[src/rtl/berr_pkg.sv]
package berr_pkg;

    typedef enum logic [1:0] {
        BK_IDLE = 2'd0,
        BK_HELD = 2'd1,
        BK_LOST = 2'd2
    } bank_state_e;

    localparam int unsigned NBANK    = 2;
    localparam int unsigned BANK_NS  = 0;
    localparam int unsigned BANK_S   = 1;

    localparam int unsigned REG_AW   = 12;
    localparam int unsigned REG_DW   = 64;

    localparam logic [10:0] OFF_STATUS = 11'h028;
    localparam logic [10:0] OFF_LOG    = 11'h058;
    localparam logic [10:0] OFF_ADDR   = 11'h060;

    localparam int unsigned ST_VALID = 24;
    localparam int unsigned ST_OVF   = 25;

    localparam int unsigned LG_RESP  = 16;
    localparam int unsigned LG_WR    = 18;

endpackage

[src/rtl/berr_bank.sv]
module berr_bank
    import berr_pkg::*;
#(
    parameter int unsigned ADDR_W = 64,
    parameter int unsigned ID_W   = 16
) (
    input  logic              clk,
    input  logic              rst_n,
    input  logic              err_hit,
    input  logic              clr_hit,
    input  logic [ID_W-1:0]   rec_id,
    input  logic [1:0]        rec_resp,
    input  logic              rec_wr,
    input  logic [ADDR_W-1:0] rec_addr,
    output logic              held,
    output logic              lost,
    output logic [REG_DW-1:0] log_o,
    output logic [REG_DW-1:0] addr_o
);

    bank_state_e       state_q, state_d;
    logic              capture;
    logic [ID_W-1:0]   id_q;
    logic [1:0]        resp_q;
    logic              wr_q;
    logic [ADDR_W-1:0] addr_q;

    always_comb begin
        state_d = state_q;
        capture = 1'b0;
        if (clr_hit) begin
            state_d = err_hit ? BK_HELD : BK_IDLE;
            capture = err_hit;
        end else begin
            unique case (state_q)
                BK_IDLE: if (err_hit) begin
                    state_d = BK_HELD;
                    capture = 1'b1;
                end
                BK_HELD: if (err_hit) state_d = BK_LOST;
                BK_LOST: state_d = BK_LOST;
                default: state_d = BK_IDLE;
            endcase
        end
    end

    always_ff @(posedge clk or negedge rst_n) begin
        if (!rst_n) state_q <= BK_IDLE;
        else        state_q <= state_d;
    end

    always_ff @(posedge clk or negedge rst_n) begin
        if (!rst_n) begin
            id_q   <= '0;
            resp_q <= '0;
            wr_q   <= 1'b0;
            addr_q <= '0;
        end else if (capture) begin
            id_q   <= rec_id;
            resp_q <= rec_resp;
            wr_q   <= rec_wr;
            addr_q <= rec_addr;
        end
    end

    always_comb begin
        held             = (state_q != BK_IDLE);
        lost             = (state_q == BK_LOST);
        log_o            = '0;
        log_o[ID_W-1:0]  = id_q;
        log_o[LG_RESP+:2] = resp_q;
        log_o[LG_WR]     = wr_q;
        addr_o           = REG_DW'(addr_q);
    end

    // a fresh error in an idle bank is captured on the next edge
    a_r2_capture: assert property (@(posedge clk) disable iff (!rst_n)
        (err_hit && !held) |=> (held && addr_q == $past(rec_addr)));

    // the first record stays put while the bank is occupied
    a_r6_keep_first: assert property (@(posedge clk) disable iff (!rst_n)
        (held && !clr_hit) |=> ($stable(addr_q) && $stable(id_q) && $stable(resp_q)));

    // a second error marks overflow
    a_r6_overflow: assert property (@(posedge clk) disable iff (!rst_n)
        (held && err_hit && !clr_hit) |=> lost);

    // interrupt level drops after a clear with no new error
    a_r9_irq_drop: assert property (@(posedge clk) disable iff (!rst_n)
        (clr_hit && !err_hit) |=> (!held && !lost));

    // clear and error together leave a fresh capture
    a_r8_clear_capture: assert property (@(posedge clk) disable iff (!rst_n)
        (clr_hit && err_hit) |=> (held && !lost && addr_q == $past(rec_addr)));

endmodule

[src/rtl/berr_regmux.sv]
module berr_regmux
    import berr_pkg::*;
(
    input  logic                         clk,
    input  logic                         rst_n,
    input  logic                         reg_en,
    input  logic                         reg_we,
    input  logic                         reg_secure,
    input  logic [REG_AW-1:0]            reg_addr,
    input  logic [REG_DW-1:0]            reg_wdata,
    input  logic [NBANK-1:0]             held,
    input  logic [NBANK-1:0]             lost,
    input  logic [NBANK-1:0][REG_DW-1:0] log_w,
    input  logic [NBANK-1:0][REG_DW-1:0] addr_w,
    output logic [NBANK-1:0]             clr,
    output logic [REG_DW-1:0]            rdata
);

    logic        win;
    logic        allowed;
    logic [10:0] off;
    logic        unused_wdata;

    assign win          = reg_addr[REG_AW-1];
    assign off          = reg_addr[REG_AW-2:0];
    assign allowed      = !win || reg_secure;
    assign unused_wdata = ^{reg_wdata[REG_DW-1:ST_VALID+1], reg_wdata[ST_VALID-1:0]};

    always_comb begin
        rdata = '0;
        clr   = '0;
        if (reg_en && allowed) begin
            if (!reg_we) begin
                case (off)
                    OFF_STATUS: begin
                        rdata[ST_VALID] = held[win];
                        rdata[ST_OVF]   = lost[win];
                    end
                    OFF_LOG:  rdata = log_w[win];
                    OFF_ADDR: rdata = addr_w[win];
                    default:  rdata = '0;
                endcase
            end else if (off == OFF_STATUS && reg_wdata[ST_VALID]) begin
                clr[win] = 1'b1;
            end
        end
    end

    // Non-Secure accesses to the Secure window see nothing and clear nothing
    a_r10_ns_window: assert property (@(posedge clk) disable iff (!rst_n)
        (reg_en && !reg_secure && win) |-> (rdata == '0 && clr == '0));

    // no read data without a read strobe
    a_r11_idle_bus: assert property (@(posedge clk) disable iff (!rst_n)
        (!reg_en || reg_we) |-> (rdata == '0));

endmodule

[src/rtl/berr_capture_unit.sv]
module berr_capture_unit
    import berr_pkg::*;
#(
    parameter int unsigned ADDR_W = 64,
    parameter int unsigned ID_W   = 16
) (
    input  logic              clk,
    input  logic              rst_n,
    input  logic              txn_done,
    input  logic [1:0]        txn_resp,
    input  logic              txn_secure,
    input  logic              txn_from_dev,
    input  logic              txn_write,
    input  logic [ID_W-1:0]   txn_id,
    input  logic [ADDR_W-1:0] txn_addr,
    input  logic              reg_en,
    input  logic              reg_we,
    input  logic              reg_secure,
    input  logic [11:0]       reg_addr,
    input  logic [63:0]       reg_wdata,
    output logic [63:0]       reg_rdata,
    output logic              irq_ns,
    output logic              irq_s
);

    logic                         is_err;
    logic                         to_secure;
    logic [NBANK-1:0]             err_hit;
    logic [NBANK-1:0]             clr;
    logic [NBANK-1:0]             held;
    logic [NBANK-1:0]             lost;
    logic [NBANK-1:0][REG_DW-1:0] log_w;
    logic [NBANK-1:0][REG_DW-1:0] addr_w;

    assign is_err    = txn_done && txn_resp[1];
    assign to_secure = txn_secure && !txn_from_dev;

    always_comb begin
        err_hit          = '0;
        err_hit[BANK_NS] = is_err && !to_secure;
        err_hit[BANK_S]  = is_err && to_secure;
    end

    for (genvar b = 0; b < NBANK; b++) begin : g_bank
        berr_bank #(
            .ADDR_W (ADDR_W),
            .ID_W   (ID_W)
        ) u_bank (
            .clk      (clk),
            .rst_n    (rst_n),
            .err_hit  (err_hit[b]),
            .clr_hit  (clr[b]),
            .rec_id   (txn_id),
            .rec_resp (txn_resp),
            .rec_wr   (txn_write),
            .rec_addr (txn_addr),
            .held     (held[b]),
            .lost     (lost[b]),
            .log_o    (log_w[b]),
            .addr_o   (addr_w[b])
        );
    end

    berr_regmux u_regmux (
        .clk        (clk),
        .rst_n      (rst_n),
        .reg_en     (reg_en),
        .reg_we     (reg_we),
        .reg_secure (reg_secure),
        .reg_addr   (reg_addr),
        .reg_wdata  (reg_wdata),
        .held       (held),
        .lost       (lost),
        .log_w      (log_w),
        .addr_w     (addr_w),
        .clr        (clr),
        .rdata      (reg_rdata)
    );

    assign irq_ns = held[BANK_NS];
    assign irq_s  = held[BANK_S];

    // device-initiated errors never raise the Secure interrupt
    a_r5_device_ns: assert property (@(posedge clk) disable iff (!rst_n)
        (txn_done && txn_from_dev && !irq_s) |=> !irq_s);

    // OK responses leave both interrupts unchanged
    a_r3_ok_ignored: assert property (@(posedge clk) disable iff (!rst_n)
        (txn_done && !txn_resp[1] && !reg_en) |=> ($stable(irq_ns) && $stable(irq_s)));

    // a Secure processor error never touches the Non-Secure interrupt
    a_r4_secure_route: assert property (@(posedge clk) disable iff (!rst_n)
        (is_err && to_secure && !irq_ns && !reg_en) |=> (irq_s && !irq_ns));

endmodule

[config.mk]
export PLATFORM = sky130hd
export DESIGN_NAME = berr_capture_unit
export DESIGN_NICKNAME = d
export VERILOG_FILES = /design/src/rtl/berr_pkg.sv /design/src/rtl/berr_bank.sv /design/src/rtl/berr_regmux.sv /design/src/rtl/berr_capture_unit.sv
export SDC_FILE = /design/constraint.sdc
export NUM_CORES = 1
export LEC_CHECK = 0
export ABC_AREA = 1
export BUFFER_PORTS_ARGS = -buffer_cell sky130_fd_sc_hd__buf_4
export CAP_MARGIN = 25
export CELL_PAD_IN_SITES_DETAIL_PLACEMENT = 0
export CELL_PAD_IN_SITES_GLOBAL_PLACEMENT = 1
export CORE_ASPECT_RATIO = 0.8
export CORE_MARGIN = 10
export CORE_UTILIZATION = 41
export DETAILED_ROUTE_END_ITERATION = 10
export PLACE_DENSITY = 0.95
export REMOVE_ABC_BUFFERS = 1
export SLEW_MARGIN = 20
export SYNTH_ARGS = -nofsm -noshare
export SYNTH_HDL_FRONTEND = slang
export SYNTH_SLANG_ARGS = --single-unit
[constraint.sdc]
create_clock -name clk -period 2.4 [get_ports clk]
set_input_delay 0.12 -clock clk [delete_from_list [all_inputs] [get_ports clk]]
set_output_delay 0.12 -clock clk [all_outputs]
set_load 0.02 [all_outputs]
# After elaboration in Yosys (flattened, before gate mapping)
# Index checks and enable logic that the tools add are counted.
dict set report word_totals {
  register_bits 170
  wordCells 74
}
dict set report op_classes {
  order_cmp 2
  n_eq_ne 11
  muxes 34
  n_reduce_logical 17
}
# cell n
set op_table {}
lappend op_table {{2-to-1 mux 64 bit} 5}
lappend op_table {{case mux 38 bit (2 select lines)} 1}
lappend op_table {{case mux 24 bit (2 select lines)} 1}
lappend op_table {{== test 11 x 7 -> 1 bit (second input constant)} 2}
lappend op_table {{2-to-1 mux 19 bit} 1}
lappend op_table {{2-to-1 mux 2 bit} 9}
lappend op_table {{case mux 2 bit (3 select lines)} 3}
lappend op_table {{2-to-1 mux 1 bit} 13}
lappend op_table {{inequality test 3 x 2 -> 1 bit (second input constant)} 4}
lappend op_table {{== test 11 x 6 -> 1 bit (second input constant)} 1}
lappend op_table {{logical AND 1 bit} 7}
lappend op_table {{== test 2 x 1 -> 1 bit (second input constant)} 2}
lappend op_table {{== test 2 bit (second input constant)} 2}
lappend op_table {{zero test 2 bit} 2}
lappend op_table {{AND reduction 2 bit} 2}
lappend op_table {{nonzero test 2 bit} 2}
lappend op_table {{zero test 1 bit} 3}
lappend op_table {{< comparator 1 x 2 -> 1 bit (second input constant)} 1}
lappend op_table {{demux 1 bit (select 1 bit)} 1}
lappend op_table {{>= comparator 1 bit (second input constant)} 1}
lappend op_table {{logical OR 1 bit} 1}

# Longest topological paths before layout
# Gate-level depths: netlist of run 1.
dict set report logic_depth {
  word_depth 9
  depth_mapped 11
  ltp_nobuf 9
}

# Hierarchy
# From an unflattened synthesis of run 1, not the netlist that was laid out.
dict set report hier_totals {
  cells_unflattened 1553
  hier_area_um2 11054.4
}
# mod n_inst cells_each area_per_inst_um2 seq_area_each_um2
set by_module_without_submodules {}
lappend by_module_without_submodules {berr_bank 2 432 3851.2 2127.0}
lappend by_module_without_submodules {berr_regmux 1 684 3331.9 0.0}
lappend by_module_without_submodules {berr_capture_unit 1 5 20.0 0.0}

# Least setup slack after synthesis of run 1
# No wires, ideal clock.
dict set report synth_path {
  kind {input-to-output}
  from {input port reg_addr[11]}
  to {output port reg_rdata[17]}
  arrival_ns 1.415
  required_time_ns 2.280
  path_slack_ns 0.865
  cell_stages 9
  path_cell_list {buf_6 inv_4 nand2_1 nand2_1 nand2_2 inv_2 nand3_4 buf_2 o21ai_0}
}
dict set report synth_via {
  elab_chain_cells 5
  elab_cells_between_ends 10
}
# element line_no
set synth_rtl {}
lappend synth_rtl {{start, declared} berr_capture_unit.sv:19} ;# input logic [11:0] reg_addr,
lappend synth_rtl {{2-to-1 mux 64 bit (not written as such) or 2-to-1 mux 19 bit (tied branches)} {berr_regmux.sv:40, berr_regmux.sv:39}}
lappend synth_rtl {{2-to-1 mux 64 bit, on equally long branches} {berr_regmux.sv:40, berr_regmux.sv:39}}
lappend synth_rtl {{case mux 24 bit (2 select lines)} berr_regmux.sv:34} ;# case (off)
lappend synth_rtl {{2-to-1 mux 64 bit} berr_regmux.sv:33} ;# if (!reg_we) begin
lappend synth_rtl {{2-to-1 mux 64 bit *} berr_regmux.sv:32} ;# if (reg_en && allowed) begin
lappend synth_rtl {{end, declared} berr_capture_unit.sv:21} ;# output logic [63:0] reg_rdata,
# Mark *: on every way between the ends. The rest lies on a longest branch, timed or not. The select of a mux whose other input is x is not followed.

# Worst setup path after layout of run 1
dict set report layout_path {
  from {register g_bank[0].u_bank.state_q[0]}
  to {register g_bank[0].u_bank.addr_q[10]}
}
dict set report layout_via {
  elab_chain_cells 3
}
# element line_no
set layout_rtl {}
lappend layout_rtl {{start, declared} berr_bank.sv:21} ;# bank_state_e state_q, state_d;
lappend layout_rtl {{start signal, assigned} berr_bank.sv:49} ;# else state_q <= state_d;
lappend layout_rtl {{zero test 2 bit} berr_bank.sv:35} ;# unique case (state_q)
lappend layout_rtl {{2-to-1 mux 1 bit} berr_bank.sv:35}
lappend layout_rtl {{2-to-1 mux 1 bit} berr_bank.sv:31} ;# if (clr_hit) begin
lappend layout_rtl {{end signal, assigned} berr_bank.sv:62} ;# addr_q <= rec_addr;
lappend layout_rtl {{end, declared} berr_bank.sv:26} ;# logic [ADDR_W-1:0] addr_q;
# Every way passes these cells.
# A chain may end at the register's enable or synchronous reset.

==> summary.md, run 1 <==
| Metric | Value |
|---|---|
| Status | finished, final reports clean |
| Setup bufs post-CTS | 0 |
| Startpoint types | flop |
| Max stage delay on crit path | 0.45 ns |
| R2R depth | 8 |
| Starting density of the core | 42.04% |
| Clk pwr share | 25.3% |
| DIE HEIGHT | 148.2 microns |
| Worst setup EP type | flop |
| Critical path's slowest cell | buf_4 |
| Die width | 180.2 microns |
| Crit path cell chain | inv_1 -> ha_1 -> inv_1 -> nand2_4 -> nand2_4 -> buf_4 -> nand2_1 -> nand2_1 |
| I/O pin count | 233 |
| PwrDens | 947.1 nW/um^2 |
| Synth cell types | 27 |
| Die ar. | 26,710 sq um |
| Final setup fails | 0 |
| Core ar. | 20,030 sq um |
| Max transition margin | 48.40% |
| Vias in the first global route | 8,255 |
| Wire length per cell | 16.35 microns |
| DRT antenna net count | 0 |
| Iteration count of the initial detailed-routing pass | 5 |
| Final non-filler cell total | 1,562 |
| Grt ovf | 0 |
| Largest net degree at the start of global routing | 86 |
| Synthesized flop and latch total | 170 |
| Worst Skew | 0.006263 ns |
| Internal power | 6963 uW |
| Via count | 7,803 |
| Placed cells | 1,446 |
| Final wirelength | 25.55 mm |
| Root Buffer | clkbuf_16 |
| RSZ-0062 raised after global routing | no |
| Final hold violation count | 0 |
| Nets | 1,457 |
| Maximum vdd ir drop | 0.0005074 V |
| CP arrival | 2.35 ns |
| Post-Synthesis Cells | 1,067 |
| Final Critical Period | 1.989 ns |
| Commonest non-fill, non-tap cell in the layout | nand2_1 |
| Initial antenna violation count | 1 |
| Initial DRC Count | 551 |
| Vias per cell | 4.996 |
| CTS tree | built |
| Setup slack after layout | 0.4105 ns |
| Util after Layout | 56.06% |
| Maxcap violations | 0 |
| Layout cells sized above 1 | 18.43% |
| Clk buf depth | 2 |
| Switching power share of the total | 34.52% |
| Tightest Hold Check Type | in -> reg |
| Fillers | 1,841 |
| H-Tree Depth | 4 |
| Netlist Area Pre-Place | 8421 sq um |
| Flop-to-flop setup slack | 0.41 ns |
| Hold_ws | 0.1313 ns |
| Clk slew on worst S/H paths | 0.07 ns |
| Least-Margin Pin Slew | 0.7740 ns |
| CP Max Fanout | 38 |
| Worst setup path class | reg -> reg |
| Crit path required time | 2.76 ns |
| PortBufs | 169 |
| Global-route usage over all layers | 19.09% |
| Syn_area_per_cell | 7.892 sq um |
| Clock latency on the worst-skew pair | 0.42 ns |
| Logic pwr share | 28.3% |
| Fin crit share | 82.89% |
| Placer Congestion | 0.7810 |
| Sequential cell fraction of total power | 46.4% |
| Slew Limit Fails | 0 |
| Register area share after synthesis | 50.52% |
| DRC | 0 |
| Hold Path Cell Cnt | 4 |
| TritonCTS buffer count | 17 |
| Sink Count | 170 |
| Max Fclk | 502.7 MHz |
| Static Leak | 0.005822 uW |
| Yosys warnings | 0 |
| Row cnt | 46 |
| P_sw | 3671 uW |
| HPWL after DPL | 15.24 mm |
| Commonest non-fill, non-tap cells in the layout | nand2_1, buf_4, dfrtp_1, nand3_1, dlygate4sd3_1 |
| Pre-CTS setup slack | 0.3432 ns |
| First-pass GRT wire length | 42.40 mm |
| Area Growth Syn to Fin | 33.34% |
## critical path, delay by kind of cell (launching register included)
| family | cells | cell delay, ns |
|---|---|---|
| flops | 1 | 0.35 |
| fa+ha+maj | 1 | 0.25 |
| buf+inv | 3 | 0.65 |
| simple gates | 4 | 0.66 |
## timing repair
action                                  4_1_cts  5_1_grt
hold buffers                                 83        0
resized for setup                             0        0
endpoints found under the hold margin       223        0
endpoints found under the setup margin        0        0
## flip-flops by register name (all words and copies together), names as in the netlist
signal and count:
g_bank.u_bank.addr_o 128, g_bank.u_bank.id_q 32, g_bank.u_bank.resp_q 4, g_bank.u_bank.state_q 4, g_bank.u_bank.wr_q 2
## area by class of cell
cell class	count	area [sq um]	area share (%)
Inverter	22	85.08	0.7577
Clock inverter	9	87.58	0.7800
Timing Repair Buffer	276	2371	21.12
Sequential cell	170	4254	37.89
Multi-Input combinational cell	797	3610	32.15
Antenna cell	1	2.502	0.02229
Tap cell	264	330.3	2.942
Clock buffer	23	488.0	4.346
## kinds of logic (layout without fill, tap and decap cells)
kind of cell,Yosys count,in the layout,synth area share (%)
AND/OR/NAND/NOR,683,683,33.79
flip-flops,170,170,50.52
buffers and inverters,100,330,7.102
AO/OA/AOI/OAI,87,87,5.201
multiplexers,21,21,2.496
adder cells (fa/ha/maj),6,6,0.8915
other,0,1,0
## cell usage after synthesis
cell type	n	area share, %
mux2i_1	21	2.5
inv_4	1	0.074
buf_2	8	0.48
or2_2	3	0.22
dfrtp_1	170	51
ha_1	6	0.89
nand3_1	167	9.9
o21ai_1	14	0.83
nand3b_1	1	0.089
o21bai_1	1	0.089
nand4_1	6	0.45
nand2_1	490	22
buf_4	10	0.89
nor4_2	1	0.15
and3b_1	1	0.10
a21oi_1	63	3.7
inv_1	20	0.89
nor3_1	1	0.059
clkbuf_1	36	1.6
nor2_1	9	0.40
buf_1	1	0.045
nand2_2	2	0.15
nor3_4	1	0.19
buf_6	23	3.1
o21ai_0	9	0.53
inv_2	1	0.045
nand3_4	1	0.21
## power groups by stage
stage | Combinational (uW) | Clock, uW | Sequential (uW)
3_5_place_dp | 2920 | 0 | 4960
6_report | 3010 | 2690 | 4930
3_3_place_gp | 2830 | 0 | 4900
2_1_floorplan | 1940 | 0 | 4790
5_1_grt | 3490 | 2850 | 5110
4_1_cts | 3050 | 2730 | 4920
## stage by stage
stage               area, sq um  total power (uW)  setup TNS (ns)
finish                    11230             10630               0
global placement           9819              7736               0
floorplan                  7908              6728         -433.77
detailed placement         9819              7882               0
CTS                       11230             10700               0
global route              11230             11450               0
## metal layers
metal	track usage, %	vias to the layer above	routed length, microns
li1	-	3874	-
met1	23.87	3653	11360
met2	33.27	252	12380
met3	3.855	24	1554
met4	4.503	0	253
met5	0	-	0
## path summary, 6_finish.rpt
kind	startpoint	to
max	g_bank[0].u_bank.state_q[0]$_DFFE_PN0P_	g_bank[0].u_bank.addr_o[10]$_DFFE_PN0P_
min	txn_secure	g_bank[0].u_bank.state_q[0]$_DFFE_PN0P_
max reg2reg	g_bank[0].u_bank.state_q[0]$_DFFE_PN0P_	g_bank[0].u_bank.addr_o[10]$_DFFE_PN0P_
min reg2reg	g_bank[0].u_bank.addr_o[15]$_DFFE_PN0P_	g_bank[0].u_bank.addr_o[15]$_DFFE_PN0P_
max in group asynchronous	rst_n	g_bank[0].u_bank.addr_o[1]$_DFFE_PN0P_
min in group asynchronous	rst_n	g_bank[1].u_bank.addr_o[21]$_DFFE_PN0P_
(Power assumes the default switching activity.)
==> run 2: changes to the inputs <==
--- a/config.mk
+++ b/config.mk
@@ -12,9 +12,9 @@
 export CELL_PAD_IN_SITES_GLOBAL_PLACEMENT = 1
 export CORE_ASPECT_RATIO = 0.8
 export CORE_MARGIN = 10
-export CORE_UTILIZATION = 41
+export CORE_UTILIZATION = 38
 export DETAILED_ROUTE_END_ITERATION = 10
-export PLACE_DENSITY = 0.95
+export PLACE_DENSITY = 0.9
 export REMOVE_ABC_BUFFERS = 1
 export SLEW_MARGIN = 20
 export SYNTH_ARGS = -nofsm -noshare
==> constraint.sdc (replaced) <==
create_clock -name clk -period 1.85 [get_ports clk]
set_input_delay 0.0925 -clock clk [delete_from_list [all_inputs] [get_ports clk]]
set_output_delay 0.0925 -clock clk [all_outputs]
set_load 0.02 [all_outputs]
==> summary.md, run 2 (same netlist as run 1, synthesis figures left out) <==
| Metric | Value |
|---|---|
| Placed cells | 1,485 (+2.7%) |
| Sink Count | 170 (unchanged) |
| Status | finished, final reports clean |
| Maximum vdd ir drop | 0.0005423 V (+6.9%) |
| HPWL after DPL | 16.02 mm (+5.1%) |
| CP Max Fanout | 3 (-92%) |
| Clk slew on worst S/H paths | 0.07 ns (about the same) |
| Tightest Hold Check Type | in -> reg |
| DIE HEIGHT | 153.1 microns (+3.4%) |
| R2R depth | 8 (unchanged) |
| Final hold violation count | 0 (unchanged) |
| DRC | 0 (unchanged) |
| Vias per cell | 4.980 (-0.31%) |
| Largest net degree at the start of global routing | 64 (-26%) |
| Initial antenna violation count | 0 (-1) |
| Wire length per cell | 16.59 microns (+1.4%) |
| Dpl cell area | 10,020 sq um (+2.1%) |
| Nets | 1,462 (+0.34%) |
| Initial DRC Count | 640 (+16%) |
| Root Buffer | clkbuf_16 |
| Die width | 186.4 microns (+3.4%) |
| CP arrival | 1.66 ns (-0.69 ns) |
| Starting density of the core | 38.84% (-3.2 points) |
| Worst Skew | 0.009272 ns (+0.003008 ns) |
| DRT antenna net count | 0 (unchanged) |
| Total power | 13,800 uW (+30%) |
| PwrDens | 1209 nW/um^2 (+28%) |
| Iteration count of the initial detailed-routing pass | 5 (unchanged) |
| Maxcap violations | 0 (unchanged) |
| M3 GR Usage | 4.138% (+0.28 points) |
| Max Fclk | 572.1 MHz |
| GRT met2 Usage | 31.35% (-1.9 points) |
| Via count | 7,973 (+2.2%) |
| Core ar. | 21,680 sq um (+8.2%) |
| Global-route usage over all layers | 18.35% (-0.74 points) |
| Crit path required time | 1.76 ns (-1.00 ns) |
| Die ar. | 28,550 sq um (+6.9%) |
| Vias in the first global route | 8,060 (-2.4%) |
| I/O pin count | 233 (unchanged) |
| Least-Margin Pin Slew | 0.5489 ns (-0.2252 ns) |
| Post-route cell area | 11,420 sq um (+1.7%) |
| Final wirelength | 26.56 mm (+4.0%) |
| Layout cells sized above 1 | 18.60% (+0.17 points) |
| First-pass GRT wire length | 43.39 mm (+2.3%) |
| Commonest non-fill, non-tap cells in the layout | nand2_1, buf_4, dfrtp_1, nand3_1, dlygate4sd3_1 |
| Grt ovf | 0 (unchanged) |
| Hold Path Cell Cnt | 4 (unchanged) |
| Commonest non-fill, non-tap cell in the layout | nand2_1 |
| Worst setup EP type | output port |
| CTS tree | built |
| Static Leak | 0.005880 uW (+1.0%) |
| PortBufs | 169 (unchanged) |
| Fin crit share | 94.48% |
| Placer Congestion | 0.7596 (-2.7%) |
| Final Critical Period | 1.748 ns |
| Max transition margin | 63.41% (+15 points) |
| RSZ-0062 raised after global routing | no |
| Layer with the highest usage | met2 |
| Slew Limit Fails | 0 (unchanged) |
| Area Growth Syn to Fin | 35.62% |
| Worst setup path class | reg -> out |
| Clock latency on the worst-skew pair | 0.42 ns (about the same) |
| Fillers | 2,038 (+11%) |
| Startpoint types | flop |
| Row cnt | 48 (+4.3%) |
| Final non-filler cell total | 1,601 (+2.5%) |
| Clk buf depth | 2 (unchanged) |
| H-Tree Depth | 4 (unchanged) |
| ANT cells | 0 (-1) |
| TritonCTS buffer count | 17 (unchanged) |
| Final setup fails | 0 (unchanged) |
| Max reg flops | 128 (unchanged) |
| Met1 Usage GRT | 23.14% (-0.73 points) |
-- run 2: changes by cell type in the layout (fill, tap and decap cells not counted), sizes merged --
cell / delta
diode: -1
clkinvlp: +1
clkbuf: -2
buf: +5
-- run 2: critical path, stage by stage, from the launching register on --
cell and delay (ns):
dfrtp_1 0.35, inv_1 0.07, ha_1 0.20, or2_2 0.29, nand4_1 0.09, o21ai_1 0.08
buf_4 0.17
-- run 2: worst paths after layout --
path,start,end,slack [ns]
max,g_bank[0].u_bank.state_q[0]$_DFFE_PN0P_,reg_rdata[25],0.10
min,txn_secure,g_bank[0].u_bank.id_q[7]$_DFFE_PN0P_,0.07
max reg2reg,g_bank[0].u_bank.state_q[0]$_DFFE_PN0P_,g_bank[0].u_bank.addr_o[0]$_DFFE_PN0P_,0.20
min in group asynchronous,rst_n,g_bank[0].u_bank.addr_o[21]$_DFFE_PN0P_,0.21
min reg2reg,g_bank[0].u_bank.addr_o[4]$_DFFE_PN0P_,g_bank[0].u_bank.addr_o[4]$_DFFE_PN0P_,0.47
max in group asynchronous,rst_n,g_bank[1].u_bank.addr_o[49]$_DFFE_PN0P_,0.95
-- run 2: what timing repair did --
action	CTS	global route
setup endpoints to repair	0	42
hold endpoints to repair	208	0
buffers inserted	0	2
gates resized for setup	0	2
hold buffers	83	0
-- run 2: layout make-up --
type | instances | area (sq um) | area share (%)
inverters | 22 | 85.08 | 0.7450
repair buffers | 281 | 2550 | 22.33
clock buffers | 21 | 450.4 | 3.944
multi-input cells | 797 | 3610 | 31.61
clock inverters | 10 | 95.09 | 0.8327
flip-flops and latches | 170 | 4254 | 37.25
well taps | 300 | 375.4 | 3.287
-- run 2: power breakdown --
group	internal (uW)	leakage (uW)	switching [uW]	total, uW
logic	1610	0.00348	2430	4040
clock network	1890	0.000264	1490	3370
registers	5480	0.00214	904	6390
-- run 2: stage by stage --
step	util, %	setup WS (ns)	hold WS (ns)	setup TNS (ns)
after global placement	46.24	0.1503	0.08923	0
after CTS	52.59	0.03872	0.05012	0
after detailed placement	46.24	0.1076	0.08732	0
after floorplan	-	-4.025	-0.2031	-525.40
after global routing	52.67	0.03003	0.08011	0
final	52.67	0.1022	0.06582	0
-- run 2: metal layers --
| metal | wire length (microns) | part of all wire, % | vias to the layer above |
|---|---|---|---|
| met4 | 297 | 1.1 | 0 |
| met5 | 0 | 0 | - |
| li1 | - | - | 3883 |
| met2 | 12880 | 49 | 258 |
| met3 | 1466 | 5.5 | 17 |
| met1 | 11920 | 45 | 3815 |
==> run 3: changes to the inputs <==
--- a/config.mk
+++ b/config.mk
@@ -6,14 +6,14 @@
 export NUM_CORES = 1
 export LEC_CHECK = 0
 export ABC_AREA = 1
-export BUFFER_PORTS_ARGS = -buffer_cell sky130_fd_sc_hd__buf_4
 export CAP_MARGIN = 25
 export CELL_PAD_IN_SITES_DETAIL_PLACEMENT = 0
 export CELL_PAD_IN_SITES_GLOBAL_PLACEMENT = 1
 export CORE_ASPECT_RATIO = 0.8
 export CORE_MARGIN = 10
-export CORE_UTILIZATION = 38
+export CORE_UTILIZATION = 46
 export DETAILED_ROUTE_END_ITERATION = 10
+export DONT_BUFFER_PORTS = 1
 export PLACE_DENSITY = 0.9
 export REMOVE_ABC_BUFFERS = 1
 export SLEW_MARGIN = 20
==> summary.md, run 3 (same netlist as run 1, synthesis figures left out) <==
| Metric | Value |
|---|---|
| Status | complete, but fails checks |
| Violated checks | negative hold slack |
| DRT antenna net count | 0 (unchanged) |
| Critical path's slowest cell | dfrtp_1 |
| Vias in the first global route | 7,575 (-6.0%) |
| Crit path required time | 1.76 ns (about the same) |
| Sink Count | 170 (unchanged) |
| Worst Skew | 0.007160 ns (-0.002111 ns) |
| Tightest Hold Check Type | in -> async |
| P_sw | 4628 uW (-3.9%) |
| HPWL after DPL | 14.09 mm (-12%) |
| Max Fclk | 567.6 MHz (-0.79%) |
| Worst setup EP type | output port |
| FF/Latch Area | 4254 sq um (unchanged) |
| Root Buffer | clkbuf_16 |
| Clk buf depth | 2 (unchanged) |
| Vias per cell | 5.317 (+6.8%) |
| Wire length per cell | 17.45 microns (+5.2%) |
| Global-route usage over all layers | 20.63% (+2.3 points) |
| Slew Limit Fails | 0 (unchanged) |
| Final Critical Period | 1.762 ns (+0.01397 ns) |
| Total power | 13,660 uW (-1.1%) |
| PwrDens | 1310 nW/um^2 (+8.4%) |
| Static Leak | 0.005331 uW (-9.3%) |
| Fillers | 1,650 (-19%) |
| Via count | 7,561 (-5.2%) |
| I/O pin count | 233 (unchanged) |
| Switching power share of the total | 33.89% (-0.99 points) |
| Core ar. | 18,060 sq um (-17%) |
| Final wirelength | 24.82 mm (-6.6%) |
| Least-Margin Pin Slew | 0.4992 ns (-0.04964 ns) |
| Max reg flops | 128 (unchanged) |
| CTS tree | built |
| PortBufs | 0 (-100%) |
| Area of the multi-input gates | 3612 sq um (about the same) |
| Worst setup path class | reg -> out |
| Clock latency on the worst-skew pair | 0.41 ns (about the same) |
| CP Max Fanout | 3 (unchanged) |
| DIE HEIGHT | 141.0 microns (-7.9%) |
| Initial DRC Count | 604 (-5.6%) |
| Internal power | 9027 uW (+0.44%) |
| Crit path cell chain | inv_1 -> ha_1 -> or2_2 -> nand4_1 -> o21ai_1 -> buf_4 |
| H-Tree Depth | 4 (unchanged) |
| Fin crit share | 95.23% (+0.75 points) |
| Initial antenna violation count | 2 (+2) |
| Max stage delay on crit path | 0.36 ns (about the same) |
| Largest net degree at the start of global routing | 171 (+170%) |
| DRC | 0 (unchanged) |
| Starting density of the core | 46.63% (+7.8 points) |
| Iteration count of the initial detailed-routing pass | 5 (unchanged) |
| Layout cells sized above 1 | 11.18% (-7.4 points) |
| Final hold violation count | 170 (+170) |
| Post-cts hold buffer count | 84 (+1.2%) |
| Row cnt | 44 (-8.3%) |
| Startpoint types | flop |
| Maxcap violations | 0 (unchanged) |
| Clk slew on worst S/H paths | 0.07 ns (about the same) |
| Maximum vdd ir drop | 0.0006684 V (+23%) |
| Sequential cell fraction of total power | 46.8% (+0.5 points) |
| Placer Congestion | 0.7510 (-1.1%) |
| Die ar. | 24,150 sq um (-15%) |
| Die width | 171.3 microns (-8.1%) |
| Commonest non-fill, non-tap cell in the layout | nand2_1 |
| Grt ovf | 0 (unchanged) |
| Final setup fails | 0 (unchanged) |
| Hold_ws | -0.6383 ns (-0.7041 ns) |
| Logic pwr share | 27.4% (-1.9 points) |
| Max transition margin | 66.72% (+3.3 points) |
| Nets | 1,352 (-7.5%) |
| Util after Layout | 57.74% (+5.1 points) |
| Area Growth Syn to Fin | 23.82% |
| CP arrival | 1.67 ns (about the same) |
| TritonCTS buffer count | 17 (unchanged) |
| Commonest non-fill, non-tap cells in the layout | nand2_1, dfrtp_1, nand3_1, dlygate4sd3_1, buf_4 |
| Clk pwr share | 25.9% (+1.5 points) |
| First-pass GRT wire length | 40.28 mm (-7.2%) |
run 3: layout make-up:
| class | instances | area share, % |
|---|---|---|
| Antenna cell | 2 | 0.04800 |
| Clock buffer | 20 | 4.380 |
| Clock inverter | 10 | 1.128 |
| Inverter | 22 | 0.8280 |
| Multi-Input combinational cell | 797 | 34.65 |
| Sequential cell | 170 | 40.80 |
| Tap cell | 230 | 2.760 |
| Timing Repair Buffer | 171 | 15.41 |
run 3: timing repair:
item                                    4_1_cts  5_1_grt
gates resized for setup                       0        3
endpoints found under the setup margin        0        1
setup buffers                                 0        3
endpoints found under the hold margin       334      170
run 3: stage by stage:
| stage | setup WS [ns] | TNS (ns) | cell area [sq um] | cells |
|---|---|---|---|---|
| floorplan | -4.025 | -525.40 | 7908 | 989 |
| global placement | 0.2893 | 0 | 8981 | 1303 |
| detailed placement | 0.2348 | 0 | 8981 | 1303 |
| CTS | 0.02451 | 0 | 10400 | 1417 |
| global route | -0.008369 | -0.008369 | 10430 | 1422 |
| finish | 0.08823 | 0 | 10430 | 1422 |
run 3: power by group through the flow:
stage / Clock [uW] / Combinational [uW] / Sequential (uW)
floorplan: 0 / 2500 / 6210
global placement: 0 / 3420 / 6350
detailed placement: 0 / 3540 / 6430
CTS: 3590 / 3740 / 6380
global route: 3770 / 4300 / 6600
finish: 3530 / 3740 / 6390
run 3: critical path, delay by kind of cell, from the launching register on:
family | cells | cell delay [ns]
AND/OR/NAND/NOR | 2 | 0.40
flip-flops | 1 | 0.36
buffers and inverters | 2 | 0.23
adder cells (fa/ha/maj) | 1 | 0.18
AO/OA/AOI/OAI | 1 | 0.08
run 3: final timing paths:
path	from	endpoint	slack, ns	cells after the start
setup / recovery	g_bank[1].u_bank.state_q[0]$_DFFE_PN0P_	reg_rdata[25]	0.09	6
hold / removal	rst_n	g_bank[1].u_bank.addr_o[53]$_DFFE_PN0P_	-0.64	0
setup reg to reg	g_bank[1].u_bank.state_q[0]$_DFFE_PN0P_	g_bank[1].u_bank.addr_o[31]$_DFFE_PN0P_	0.24	8
hold reg to reg	g_bank[0].u_bank.resp_q[1]$_DFFE_PN0P_	g_bank[0].u_bank.resp_q[1]$_DFFE_PN0P_	0.45	2
max in group asynchronous	rst_n	g_bank[1].u_bank.addr_o[4]$_DFFE_PN0P_	2.26	0
min in group clk	reg_wdata[24]	g_bank[0].u_bank.state_q[1]$_DFFE_PN0P_	0.02	3
run 3: metal layers:
layer	global-route usage, %	vias up	wire [microns]
met1	26.45	3645	10970
li1	-	3659	-
met2	34.43	242	11870
met5	0	-	0
met4	4.066	0	157
met3	5.329	15	1826
